File: src/rtl/cla_pkg.sv
package cla_pkg;

  localparam int unsigned DEF_GROUP_W = 4;
  localparam int unsigned DEF_GROUPS  = 4;

  // Generate/propagate pair summarising one bit, one group or the whole block
  typedef struct packed {
    logic gen;
    logic prop;
  } gp_pair_t;

  // Carry leaving a span, given its summary pair and the carry entering it
  function automatic logic span_carry_out(input gp_pair_t gp, input logic c_in);
    return gp.gen | (gp.prop & c_in);
  endfunction

endpackage

File: src/rtl/cla_bit_pg.sv
module cla_bit_pg #(
  parameter int unsigned W = 4
) (
  input  logic [W-1:0] a_i,
  input  logic [W-1:0] b_i,
  output logic [W-1:0] gen_o,
  output logic [W-1:0] prop_o
);

  // Each position: both ones generate, one one propagates, none kills
  for (genvar i = 0; i < W; i++) begin : g_bit
    assign gen_o[i]  = a_i[i] & b_i[i];
    assign prop_o[i] = a_i[i] ^ b_i[i];
  end

endmodule

File: src/rtl/cla_lookahead_unit.sv
module cla_lookahead_unit
  import cla_pkg::*;
#(
  parameter int unsigned N = 4
) (
  input  logic [N-1:0] gen_i,
  input  logic [N-1:0] prop_i,
  input  logic         cin_i,
  output logic [N-1:0] carry_o,
  output gp_pair_t     blk_o
);

  // Flat sum of products for the carry entering position k:
  //   OR over j<k of gen[j] & prop[j+1..k-1], plus cin & prop[0..k-1]
  function automatic logic carry_into(input logic [N-1:0] g,
                                      input logic [N-1:0] p,
                                      input logic         c0,
                                      input int unsigned  k);
    logic acc;
    logic term;
    acc = 1'b0;
    for (int unsigned j = 0; j < N; j++) begin
      if (j < k) begin
        term = g[j];
        for (int unsigned m = 0; m < N; m++) begin
          if (m > j && m < k) term = term & p[m];
        end
        acc = acc | term;
      end
    end
    term = c0;
    for (int unsigned m = 0; m < N; m++) begin
      if (m < k) term = term & p[m];
    end
    return acc | term;
  endfunction

  function automatic logic all_prop(input logic [N-1:0] p);
    return &p;
  endfunction

  for (genvar k = 0; k < N; k++) begin : g_carry
    assign carry_o[k] = carry_into(gen_i, prop_i, cin_i, k);
  end

  // Span generate is the carry out of position N-1 with no carry entering
  assign blk_o.gen  = carry_into(gen_i, prop_i, 1'b0, N);
  assign blk_o.prop = all_prop(prop_i);

endmodule

File: src/rtl/cla_group.sv
module cla_group
  import cla_pkg::*;
#(
  parameter int unsigned GW = 4
) (
  input  logic [GW-1:0] a_i,
  input  logic [GW-1:0] b_i,
  input  logic          cin_i,
  output logic [GW-1:0] sum_o,
  output gp_pair_t      grp_o
);

  logic [GW-1:0] bit_gen;
  logic [GW-1:0] bit_prop;
  logic [GW-1:0] bit_carry;

  cla_bit_pg #(.W(GW)) pg_i (
    .a_i   (a_i),
    .b_i   (b_i),
    .gen_o (bit_gen),
    .prop_o(bit_prop)
  );

  cla_lookahead_unit #(.N(GW)) la_i (
    .gen_i  (bit_gen),
    .prop_i (bit_prop),
    .cin_i  (cin_i),
    .carry_o(bit_carry),
    .blk_o  (grp_o)
  );

  assign sum_o = bit_prop ^ bit_carry;

endmodule

File: src/rtl/cla_adder_2lvl.sv
module cla_adder_2lvl
  import cla_pkg::*;
#(
  parameter int unsigned GROUP_W = DEF_GROUP_W,
  parameter int unsigned GROUPS  = DEF_GROUPS
) (
  input  logic [GROUP_W*GROUPS-1:0] a_i,
  input  logic [GROUP_W*GROUPS-1:0] b_i,
  input  logic                      cin_i,
  output logic [GROUP_W*GROUPS-1:0] sum_o,
  output logic                      cout_o,
  output logic                      blk_gen_o,
  output logic                      blk_prop_o
);

  localparam int unsigned WIDTH = GROUP_W * GROUPS;

  // Internal events brought out by name for the bound checker
  logic [GROUPS-1:0] grp_cin;
  logic [GROUPS-1:0] grp_gen;
  logic [GROUPS-1:0] grp_prop;
  gp_pair_t          top_pair;

  for (genvar k = 0; k < GROUPS; k++) begin : g_grp
    gp_pair_t pair_k;
    cla_group #(.GW(GROUP_W)) grp_i (
      .a_i  (a_i[k*GROUP_W +: GROUP_W]),
      .b_i  (b_i[k*GROUP_W +: GROUP_W]),
      .cin_i(grp_cin[k]),
      .sum_o(sum_o[k*GROUP_W +: GROUP_W]),
      .grp_o(pair_k)
    );
    assign grp_gen[k]  = pair_k.gen;
    assign grp_prop[k] = pair_k.prop;
  end

  // Second level: same equation form, over group terms
  cla_lookahead_unit #(.N(GROUPS)) top_la_i (
    .gen_i  (grp_gen),
    .prop_i (grp_prop),
    .cin_i  (cin_i),
    .carry_o(grp_cin),
    .blk_o  (top_pair)
  );

  assign blk_gen_o  = top_pair.gen;
  assign blk_prop_o = top_pair.prop;
  assign cout_o     = span_carry_out(top_pair, cin_i);

  if (WIDTH < 2) begin : g_width_guard
    initial $display("cla_adder_2lvl: width below two bits");
  end

endmodule

File: config.mk
export PLATFORM = sky130hd
export DESIGN_NAME = cla_adder_2lvl
export DESIGN_NICKNAME = d
export VERILOG_FILES = /design/src/rtl/cla_pkg.sv /design/src/rtl/cla_bit_pg.sv /design/src/rtl/cla_lookahead_unit.sv /design/src/rtl/cla_group.sv /design/src/rtl/cla_adder_2lvl.sv
export SDC_FILE = /design/constraint.sdc
export NUM_CORES = 1
export LEC_CHECK = 0
export ABC_AREA = 1
export BUFFER_PORTS_ARGS = -buffer_cell sky130_fd_sc_hd__buf_2
export CAP_MARGIN = 20
export CORE_MARGIN = 5
export CORE_UTILIZATION = 45
export DETAILED_ROUTE_END_ITERATION = 16
export PLACE_DENSITY = 0.85
export SYNTH_ARGS = -nofsm -noshare
export SYNTH_HDL_FRONTEND = slang
export SYNTH_SLANG_ARGS = --single-unit
File: constraint.sdc
create_clock -name vclk -period 3.5
set_clock_uncertainty 0.15 [all_clocks]
set_input_delay 0.7 -clock vclk [all_inputs]
set_output_delay 0.7 -clock vclk [all_outputs]
set_load 0.02 [all_outputs]
==> results list, run 1 <==
- Run status: completed
* Worst path arrival time: between 2 and 3 ns
- Summing all flip-flop and latch instances after layout gives 0 um^2.
* Post-route worst hold slack: between 1.5 and 2 ns
- DRC marker count from the first detailed-route iteration: 0
- Static timing analysis puts the maximum clock frequency at ~300 MHz.
- Summed over all cells, the static leakage comes to 0.659 nW.
- After layout, the worst path uses between 90% and 100% of the clock period.
- CP dominant cell by count: sky130_fd_sc_hd__nand2_1
- Total detailed-routing wirelength: between 2000 and 2500 um
* Filler Cell Count: around 150
- Vias in the first global route: approximately 870
- Classification of the worst setup path: input port to output port
- Clock period minus worst slack: roughly 3.4 ns
- Measured along the x axis, the die boundary spans between 50 and 60 um.
- Setup total negative slack: 0 ns
- The first global-routing pass estimated 3150 um of wire.
- Synthesis warning total: 0
* Number of sequential cells: 0
* Crit-path leading delay family: simple AND/OR/NAND/NOR gates
- Ratio of cells with drive above 1 in the final layout: between 40 and 50%
- VDD sags by at most 137 uV.
- CP Buf/Inv Count: 2
- By area the synthesized netlist is led by sky130_fd_sc_hd__ha_1 31%, sky130_fd_sc_hd__nand2_1 14%, sky130_fd_sc_hd__fa_1 10%, sky130_fd_sc_hd__xor2_1 7.7%, sky130_fd_sc_hd__inv_1 6.6%.
- Number of nets in the synthesized netlist: roughly 170
- The final route contains 892 vias.
* Post-synthesis to final-layout area growth: 51.7%
- Number of diodes: 0
- Class of the tightest hold or removal check: input port to output port
- Number of iterations in the first detailed-routing pass: 1
- Number of placement rows: 15
- Vias per cell: roughly 4.7
- Total congestion overflow: 0
* Sequential-to-total area share from yosys stat: 0%
* Cell breakdown of the critical path: buf_2 -> ha_1 -> nand2_1 -> nand2_1 -> nand2_1 -> and2_1 -> nand4_1 -> ha_1 -> nand2_1 -> nand3_1 -> a21oi_2 -> xnor2_1 -> buf_4
- The worst setup path is launched from an input port.
* Synth Instances: 112
- Summing every instance area after synthesis gives 795 um^2.
* Global-route usage over all layers: around 14%
- The die is between 50 and 60 um tall.
- Max-capacitance violation count: 0
- Number of non-filler instances in the completed layout: around 190
* Overall power consumption: approximately 0.27 mW
- For this run, the post-layout net count is between 200 and 250.
- The die covers 2710 um^2.
- Number of placed I/O pins: 52
- In this run the tightest slew margin relative to its limit is approximately 90%.
* Slew at the pin with the worst max-slew slack: around 0.17 ns
* Final setup violating endpoints: 0
- Type of destination of the critical path: output port
- Mean Syn Cell Area: about 7.1 um^2
* Antenna violations before repair: 0
- DRC: 0
- Core area: roughly 1700 um^2
* Cell at the slowest stage of the critical path: sky130_fd_sc_hd__ha_1
* Placed insts: 189
- Delay contributed by the slowest stage of the critical path: ~0.34 ns
- Antenna-violating nets left: 0
- DPL Wire Length: ~1800 um
- For the worst setup path, the data required time is approximately 2.7 ns.
* Synth area leader: sky130_fd_sc_hd__ha_1
- The layout has 0 clock buffers.
* Max Slew Vio Count: 0
* Buffers added on ports: 52
* Number of endpoints with negative hold slack in the final report: 0
- Count of hold buffers inserted by post-cts repair: 0
- Dividing the detail-routed wire length by the instance count gives around 11 um.
- Starting density of the core: about 47%
- In this run the worst path has a maximum fanout of 4.
- Ratio of total power to cell area: around 220 nW/um^2
* Largest net degree at the start of global routing: 6
* Number of unique standard cell types used by synthesis: 19
- Top-area cell type share of the netlist area: about a third
* Final weighted congestion of routability-driven global placement: 0.695
area by class of cell:
| type | count | area (um^2) | share of cell area [%] |
|---|---|---|---|
| inverters | 15 | 56.3 | 4.67 |
| multi-input cells | 97 | 835 | 69.3 |
| well taps | 25 | 31.3 | 2.60 |
| repair buffers | 54 | 283 | 23.5 |
routing by layer:
| layer | routed length [um] | GRT usage [%] | vias to the layer above |
|---|---|---|---|
| met1 | 797 | 14.7 | 398 |
| li1 | - | - | 468 |
| met4 | 0 | 0 | 0 |
| met3 | 124 | 0.860 | 0 |
| met2 | 1170 | 31.0 | 26 |
| met5 | 0 | 0 | - |
cells by family (layout without fill, tap and decap cells):
logic type	Yosys count	in the layout	synth area share (%)
AOI/OAI and AO/OA	8	8	5.04
adders and majority gates	24	24	41.6
xor gates and xnor gates	12	12	13.2
buffers and inverters	15	69	7.09
and+or+nand+nor	53	53	33.1
through the flow:
step | cell area (um^2) | worst slack, ns | util [%]
6_report | 1200 | 0.125 | 70.5
5_1_grt | 1200 | -0.0201 | 70.5
4_1_cts | 1090 | 0.00249 | 63.7
3_5_place_dp | 1090 | -0.0115 | 63.6
3_3_place_gp | 1090 | 0.0835 | 63.6
2_1_floorplan | 795 | 0.283 | -
placed cells by master (no fill, tap or decap):
cell type	count
sky130_fd_sc_hd__a21oi_1	5
sky130_fd_sc_hd__a21oi_2	3
sky130_fd_sc_hd__and2_1	1
sky130_fd_sc_hd__and3_1	1
sky130_fd_sc_hd__buf_2	49
sky130_fd_sc_hd__buf_4	5
sky130_fd_sc_hd__fa_1	4
sky130_fd_sc_hd__ha_1	14
sky130_fd_sc_hd__ha_4	6
sky130_fd_sc_hd__inv_1	14
sky130_fd_sc_hd__inv_2	1
sky130_fd_sc_hd__nand2_1	28
sky130_fd_sc_hd__nand2_2	5
sky130_fd_sc_hd__nand3_1	6
sky130_fd_sc_hd__nand3_2	2
sky130_fd_sc_hd__nand3b_1	1
sky130_fd_sc_hd__nand4_1	2
sky130_fd_sc_hd__nor2_1	2
sky130_fd_sc_hd__nor2_2	1
sky130_fd_sc_hd__nor2_4	3
sky130_fd_sc_hd__or2_1	1
sky130_fd_sc_hd__xnor2_1	5
sky130_fd_sc_hd__xor2_1	7
path summary, 6_finish.rpt:
check	startpoint	endpoint	slack (ns)	cells past startpoint
worst max-delay path	a_i[9]	sum_o[15]	0.12	13
worst min-delay path	b_i[12]	sum_o[12]	1.65	3
power breakdown:
group	switching, mW	total, mW	internal [mW]
Clock	0	0	0
Combinational	0.155	0.268	0.112
Sequential	0	0	0
Total	0.155	0.268	0.112
what timing repair did:
item,CTS,global route
buffers inserted,0,2
gates cloned,0,0
resized for setup,1,15
setup endpoints to repair,1,3
pin swaps,0,7
synthesized netlist by cell type:
| library cell | n |
|---|---|
| sky130_fd_sc_hd__nand3b_1 | 1 |
| sky130_fd_sc_hd__ha_1 | 20 |
| sky130_fd_sc_hd__nor2_4 | 3 |
| sky130_fd_sc_hd__a21oi_1 | 8 |
| sky130_fd_sc_hd__and2_1 | 1 |
| sky130_fd_sc_hd__fa_1 | 4 |
| sky130_fd_sc_hd__xor2_1 | 7 |
| sky130_fd_sc_hd__nand3_2 | 1 |
| sky130_fd_sc_hd__nand3_1 | 7 |
| sky130_fd_sc_hd__xnor2_1 | 5 |
| sky130_fd_sc_hd__nand2_2 | 3 |
| sky130_fd_sc_hd__or2_1 | 1 |
| sky130_fd_sc_hd__nor2_1 | 2 |
| sky130_fd_sc_hd__nand2_1 | 30 |
| sky130_fd_sc_hd__and3_1 | 1 |
| sky130_fd_sc_hd__nor2_2 | 1 |
| sky130_fd_sc_hd__inv_1 | 14 |
| sky130_fd_sc_hd__inv_2 | 1 |
| sky130_fd_sc_hd__nand4_1 | 2 |
(Power assumes the default switching activity.)
==> run 2, diff against run 1 <==
==> constraint.sdc (replaced) <==
create_clock -name vclk -period 3.5
set_clock_uncertainty 0.15 [all_clocks]
set_input_delay 0.175 -clock vclk [all_inputs]
set_output_delay 0.175 -clock vclk [all_outputs]
set_load 0.02 [all_outputs]
==> run 2 against run 1 <==
- wire length is 11% lower
- combinational power down 11%
- first-iteration DRC count is 3 higher
- fmax is 39% higher
==> results list, run 2 (same netlist as run 1, synthesis figures left out) <==
- Run status: completed
* Die width: between 50 and 60 um
* Antenna-violating nets left: 0
- Vias in the first global route: 813
- Crit-path leading delay family: simple AND/OR/NAND/NOR gates
- Based on the critical path, the design can be clocked at up to between 400 and 500 MHz.
- After detailed routing, the number of vias per cell comes to roughly 4.6.
- The library cells used most frequently in the layout, excluding fill and tap cells, are 52 x sky130_fd_sc_hd__buf_2, 30 x sky130_fd_sc_hd__nand2_1, 20 x sky130_fd_sc_hd__ha_1, 14 x sky130_fd_sc_hd__inv_1, 8 x sky130_fd_sc_hd__a21oi_1.
- Counting I/O delays and the setup requirement, the final critical path takes around 2.4 ns.
* Cell breakdown of the critical path: buf_2 -> ha_1 -> nand2_1 -> inv_1 -> nand2_1 -> nand2_1 -> nand2_1 -> nand2_1 -> or2_1 -> ha_1 -> nand2_1 -> nand3_1 -> a21oi_1 -> xnor2_1 -> buf_2
* Post_cts resized: 0
* Die Y: between 50 and 60 um
* Worst path arrival time: around 2.1 ns
* DPL Wire Length: approximately 1800 um
- For this run, the total global-route usage over all layers was measured as between 10% and 20%.
* # clk buffers: 0
* Switching portion of total power: roughly three fifths
- The analysis attributes to cell leakage a power of 0.641 nW.
- The first detailed-routing pass ran for 3 iterations.
- For this design the total switching power over the nets is between 0.1 and 0.15 mW.
- The floorplan step defined a die boundary enclosing ~2700 um^2.
- For this run, the post-layout net count is approximately 220.
* Final setup violating endpoints: 0
* Number of placement rows: 15
- Entering global routing, the biggest net connects 6 pins.
- Sequential share of power: 0%
* CP dominant cell by count: sky130_fd_sc_hd__nand2_1
- Starting density of the core: 46.5%
- Cells with a size suffix above 1 make up between 30% and 40% of the layout.
- Final weighted congestion of routability-driven global placement: 0.693
- DRC: 0
* Worst-path fanout max: 3
* Setup total negative slack: 0 ns
- After the flow finishes, the layout carries non-filler instances totaling ~190.
- 0 antenna diodes ended up in the layout.
* DRC marker count from the first detailed-route iteration: 3
- Together, buffers and inverters on the worst path number 3.
- Detailed-route wire length per cell: a little under 10 um
- The number of placed instances, taps included, is between 150 and 200.
- After detailed routing, the total wire length is between 1500 and 2000 um.
* Unrepaired setup endpoints after global routing: no
- After global routing the overflow that remains totals 0.
- The largest single stage delay on the critical path is 0.33 ns.
- There are 0 flip-flops and latches.
- At the worst endpoint, the required time is about 3.2 ns.
- Worst slew margin relative to its limit: 88.2%
* Clock power share: 0%
- Count of hold buffers inserted by post-cts repair: 0
- Power spread over the standard cell area amounts to 220 nW/um^2.
- Share of the clock period used by the worst path: between 60% and 70%
* Core area: between 1500 and 2000 um^2
- Post-synthesis to final-layout area growth: 36.7%
* Max Slew Vio Count: 0
- Across all layers, the routed design uses 868 vias.
- Cell internal power was estimated by the tool at between 0.09 and 0.1 mW.
* Maximum VDD drop: 148 uV
- Most frequent standard cell in the layout excluding fill and tap cells: sky130_fd_sc_hd__buf_2
* Class of the tightest hold or removal check: input port to output port
- STA classifies the critical path startpoint as an input port.
* Antenna violations before repair: 0
- For this design the top-level I/O count stands at 52.
- Across the run, the number of max-cap violations was 0.
- Area taken by flip-flops and latches: 0 um^2
- Post-CTS setup buffer count: 0
- Buffers added on ports: 52
* Type of destination of the critical path: output port
- The critical path is of the input port to output port type.
* Number of endpoints with negative hold slack in the final report: 0
* Wire length of the first global-routing pass: around 3000 um
- The share of total power dissipated in combinational logic is 100.0%.
- Cell at the slowest stage of the critical path: sky130_fd_sc_hd__ha_1
- At the pin with the least slew margin, the transition time is approximately 0.18 ns.
-- run 2: cell count changes in the layout (fill, tap and decap cells not counted) --
cell | before | now
sky130_fd_sc_hd__ha_1 | 14 | 20
sky130_fd_sc_hd__ha_4 | 6 | 0
sky130_fd_sc_hd__buf_4 | 5 | 0
sky130_fd_sc_hd__a21oi_1 | 5 | 8
sky130_fd_sc_hd__a21oi_2 | 3 | 0
sky130_fd_sc_hd__buf_2 | 49 | 52
sky130_fd_sc_hd__nand2_1 | 28 | 30
sky130_fd_sc_hd__nand2_2 | 5 | 3
sky130_fd_sc_hd__nand3_1 | 6 | 7
sky130_fd_sc_hd__nand3_2 | 2 | 1
-- run 2: layout make-up --
cell class,instances,area [um^2]
timing repair buffer,52,260
tap,25,31.3
fill,156,622
inverter,15,56.3
multi-input combinational,97,738
-- run 2: path summary, 6_finish.rpt --
check | startpoint | to | slack (ns) | depth (start not counted)
setup / recovery | a_i[2] | sum_o[11] | 1.06 | 15
hold / removal | b_i[12] | sum_o[12] | 0.60 | 3
-- run 2: metal layers --
layer,wire (um),track usage [%],up-vias
li1,-,-,465
met1,696,15.2,377
met2,1040,28.9,26
met3,127,1.15,0
met4,0,0,0
met5,0,0,-
-- run 2: power by group through the flow --
stage / clock network (mW) / logic (mW) / registers, mW
after global routing: 0 / 0.264 / 0
after global placement: 0 / 0.234 / 0
final: 0 / 0.239 / 0
after CTS: 0 / 0.243 / 0
after detailed placement: 0 / 0.243 / 0
after floorplan: 0 / 0.167 / 0
-- run 2: per-stage QoR --
step           total power, mW  hold WS (ns)  cell area (um^2)  setup WS, ns  util (%)
4_1_cts                  0.243         0.605              1090          1.04      63.6
3_5_place_dp             0.243         0.605              1090          1.04      63.6
5_1_grt                  0.264         0.633              1090         0.904      63.6
3_3_place_gp             0.234         0.601              1090          1.13      63.6
2_1_floorplan            0.167         0.456               795          1.33         -
6_report                 0.239         0.599              1090          1.06      63.6
==> run 3, diff against run 2 <==
==> constraint.sdc (replaced) <==
create_clock -name vclk -period 2.3
set_clock_uncertainty 0.15 [all_clocks]
set_input_delay 0.115 -clock vclk [all_inputs]
set_output_delay 0.115 -clock vclk [all_outputs]
set_load 0.02 [all_outputs]
==> run 3 against run 2 <==
- first-iteration DRC count down 33%
- sequential share of layout area is the same
- clock-buffer cell count stayed put
- combinational power is 70% higher
- critical path type unchanged
- critical endpoint is now sum_o[15]
- highest routed layer is now met4
==> results list, run 3 (same netlist as run 1, synthesis figures left out) <==
- The flow ran to the end, and the final reports show no timing, DRC or antenna violations.
* Slew at the pin with the worst max-slew slack: between 0.15 and 0.2 ns
- Starting density of the core: 46.5%
- Summed over all layers, the global routing overflow is 0.
* CP Buf/Inv Count: 2
* Worst slew margin relative to its limit: about nine tenths
- Prior to clock tree synthesis, the placed netlist has a worst setup slack of -0.0526 ns.
* Post-synthesis to final-layout area growth: 52.6%
- Die Y: about 52 um
- Area taken by flip-flops and latches: 0 um^2
* Max-capacitance violation count: 0
- Row generation in the floorplan step produced 15 rows.
- Ratio of total power to cell area: about 340 nW/um^2
- Detailed-route wire length per cell: about 11 um
* Max Slew Vio Count: 0
- In the layout the commonest cells are 50 x sky130_fd_sc_hd__buf_2, 28 x sky130_fd_sc_hd__nand2_1, 14 x sky130_fd_sc_hd__inv_1, 13 x sky130_fd_sc_hd__ha_1, 7 x sky130_fd_sc_hd__xor2_1.
- Vias: between 900 and 1k
- DPL Wire Length: around 1800 um
- Cell at the slowest stage of the critical path: sky130_fd_sc_hd__ha_1
- Global-route usage over all layers: between 10% and 20%
- The library cell used most frequently in the layout, excluding fill and tap cells, is sky130_fd_sc_hd__buf_2.
* Total detailed-routing wirelength: about 2100 um
- # clk buffers: 0
* Number of sequential cells: 0
- Vias in the first global route: 894
- CP startpoint kind: input port
* Number of cells on the critical path: 13
* Final weighted congestion of routability-driven global placement: 0.714
* Number of non-filler instances in the completed layout: between 150 and 200
- For this design the static power due to leakage is between 0.6 and 0.7 nW.
- The die covers 2710 um^2.
- Filler Cell Count: 140
- The critical path is of the input port to output port type.
- Worst-path fanout max: 4
- Worst Setup SP: a_i[9]
- Antenna-violating nets left: 0
- The final hold violation count came to 0.
* Highest clock rate: 462 MHz
* Delay contributed by the slowest stage of the critical path: ~0.35 ns
* Unrepaired setup endpoints after global routing: no
* Endpoint required time on the critical path: slightly above 2 ns
* Met1 track utilization from global routing: 15.2%
* Ratio of cells with drive above 1 in the final layout: 47.0%
- Worst path arrival time: approximately 1.9 ns
* Maximum VDD drop: between 200 and 250 uV
- The repair_antennas step left the layout with diodes totalling 0.
- Cell breakdown of the critical path: buf_2 -> ha_1 -> nand2_1 -> nand2_1 -> nand2_1 -> and2_1 -> nand4_1 -> ha_1 -> nand2_1 -> nand3_2 -> a21oi_2 -> xnor2_1 -> buf_4
- In the global route stage, met2 resource usage came out at roughly 31%.
- Setup slack on the critical path of the routed design comes to between 0.1 and 0.15 ns.
- The worst hold path terminates at sum_o[8].
- Core area: between 1500 and 2000 um^2
- Antenna violations before repair: 0
* Final setup violating endpoints: 0
- Met3 Track Usage GR: between 1 and 1.5%
- The clock period could shrink to approximately 2.2 ns.
- The final layout contains approximately 230 nets.
* Largest net degree at the start of global routing: 6
* Die width: 52.0 um
* Buffers added on ports: 52
- In this run the worst hold path is classified as input port to output port.
- The worst hold path passes through 3 cells.
* Wire length of the first global-routing pass: approximately 3200 um
* DRC marker count from the first detailed-route iteration: 2
- The global routing stage identified its most utilized layer as met2.
* Placed insts: 190
- The most numerous cell type found on the critical path is sky130_fd_sc_hd__nand2_1.
* Crit-path leading delay family: simple AND/OR/NAND/NOR gates
- Post-route worst hold slack: about 0.5 ns
- Number of iterations in the first detailed-routing pass: 4
- Using the TritonRoute via totals, the vias-per-cell ratio works out to between 4 and 5.
- Area of combinational cells with multiple inputs: approximately 840 um^2
* Share of the clock period used by the worst path: 94.2%
* Type of destination of the critical path: output port
- Number of placed I/O pins: 52
- After detailed routing, the number of remaining DRC violations is 0.
- Origin of the worst min-delay path: b_i[8]
## run 3: changes by cell type in the layout (fill, tap and decap cells not counted), moves of 3 or more
cell and change:
sky130_fd_sc_hd__a21oi_1 -3, sky130_fd_sc_hd__a21oi_2 +3, sky130_fd_sc_hd__buf_4 +4, sky130_fd_sc_hd__ha_1 -7, sky130_fd_sc_hd__ha_4 +6
## run 3: metal layers
metal,vias up,routed length (um)
li1,472,-
met2,28,1140
met3,2,132
met4,0,31
met5,-,0
met1,402,817
## run 3: worst max-delay path by stage
| stage | end | slack [ns] |
|---|---|---|
| 6_report | sum_o[15] | 0.13 |
| 3_5_place_dp | sum_o[11] | -0.05 |
| 4_1_cts | sum_o[11] | 0.006 |
| 3_3_place_gp | sum_o[11] | 0.05 |
| 2_1_floorplan | sum_o[9] | 0.25 |
| 5_1_grt | sum_o[11] | 0.005 |
## run 3: power by group
part,internal (mW),leakage [nW],switching [mW]
registers,0,0,0
logic,0.170,0.662,0.237
clock network,0,0,0
total,0.170,0.662,0.237
## run 3: timing repair
item,CTS,global route
buffers inserted,0,1
setup endpoints to repair,1,3
hold buffers,0,0
pin swaps,1,6
gates resized for setup,7,10
## run 3: area by class of cell
cell class         instances  area share, %
inverters                 15           4.64
repair buffers            54           23.1
multi-input cells         97           69.7
well taps                 25           2.58
## run 3: stage by stage
| step | TNS [ns] | power, mW | instance area, um^2 | utilization (%) |
|---|---|---|---|---|
| detailed placement | -0.0526 | 0.371 | 1090 | 64.0 |
| global route | 0 | 0.448 | 1210 | 71.0 |
| finish | 0 | 0.407 | 1210 | 71.0 |
| CTS | 0 | 0.388 | 1140 | 67.0 |
| global placement | 0 | 0.359 | 1090 | 64.0 |
| floorplan | 0 | 0.255 | 795 | - |
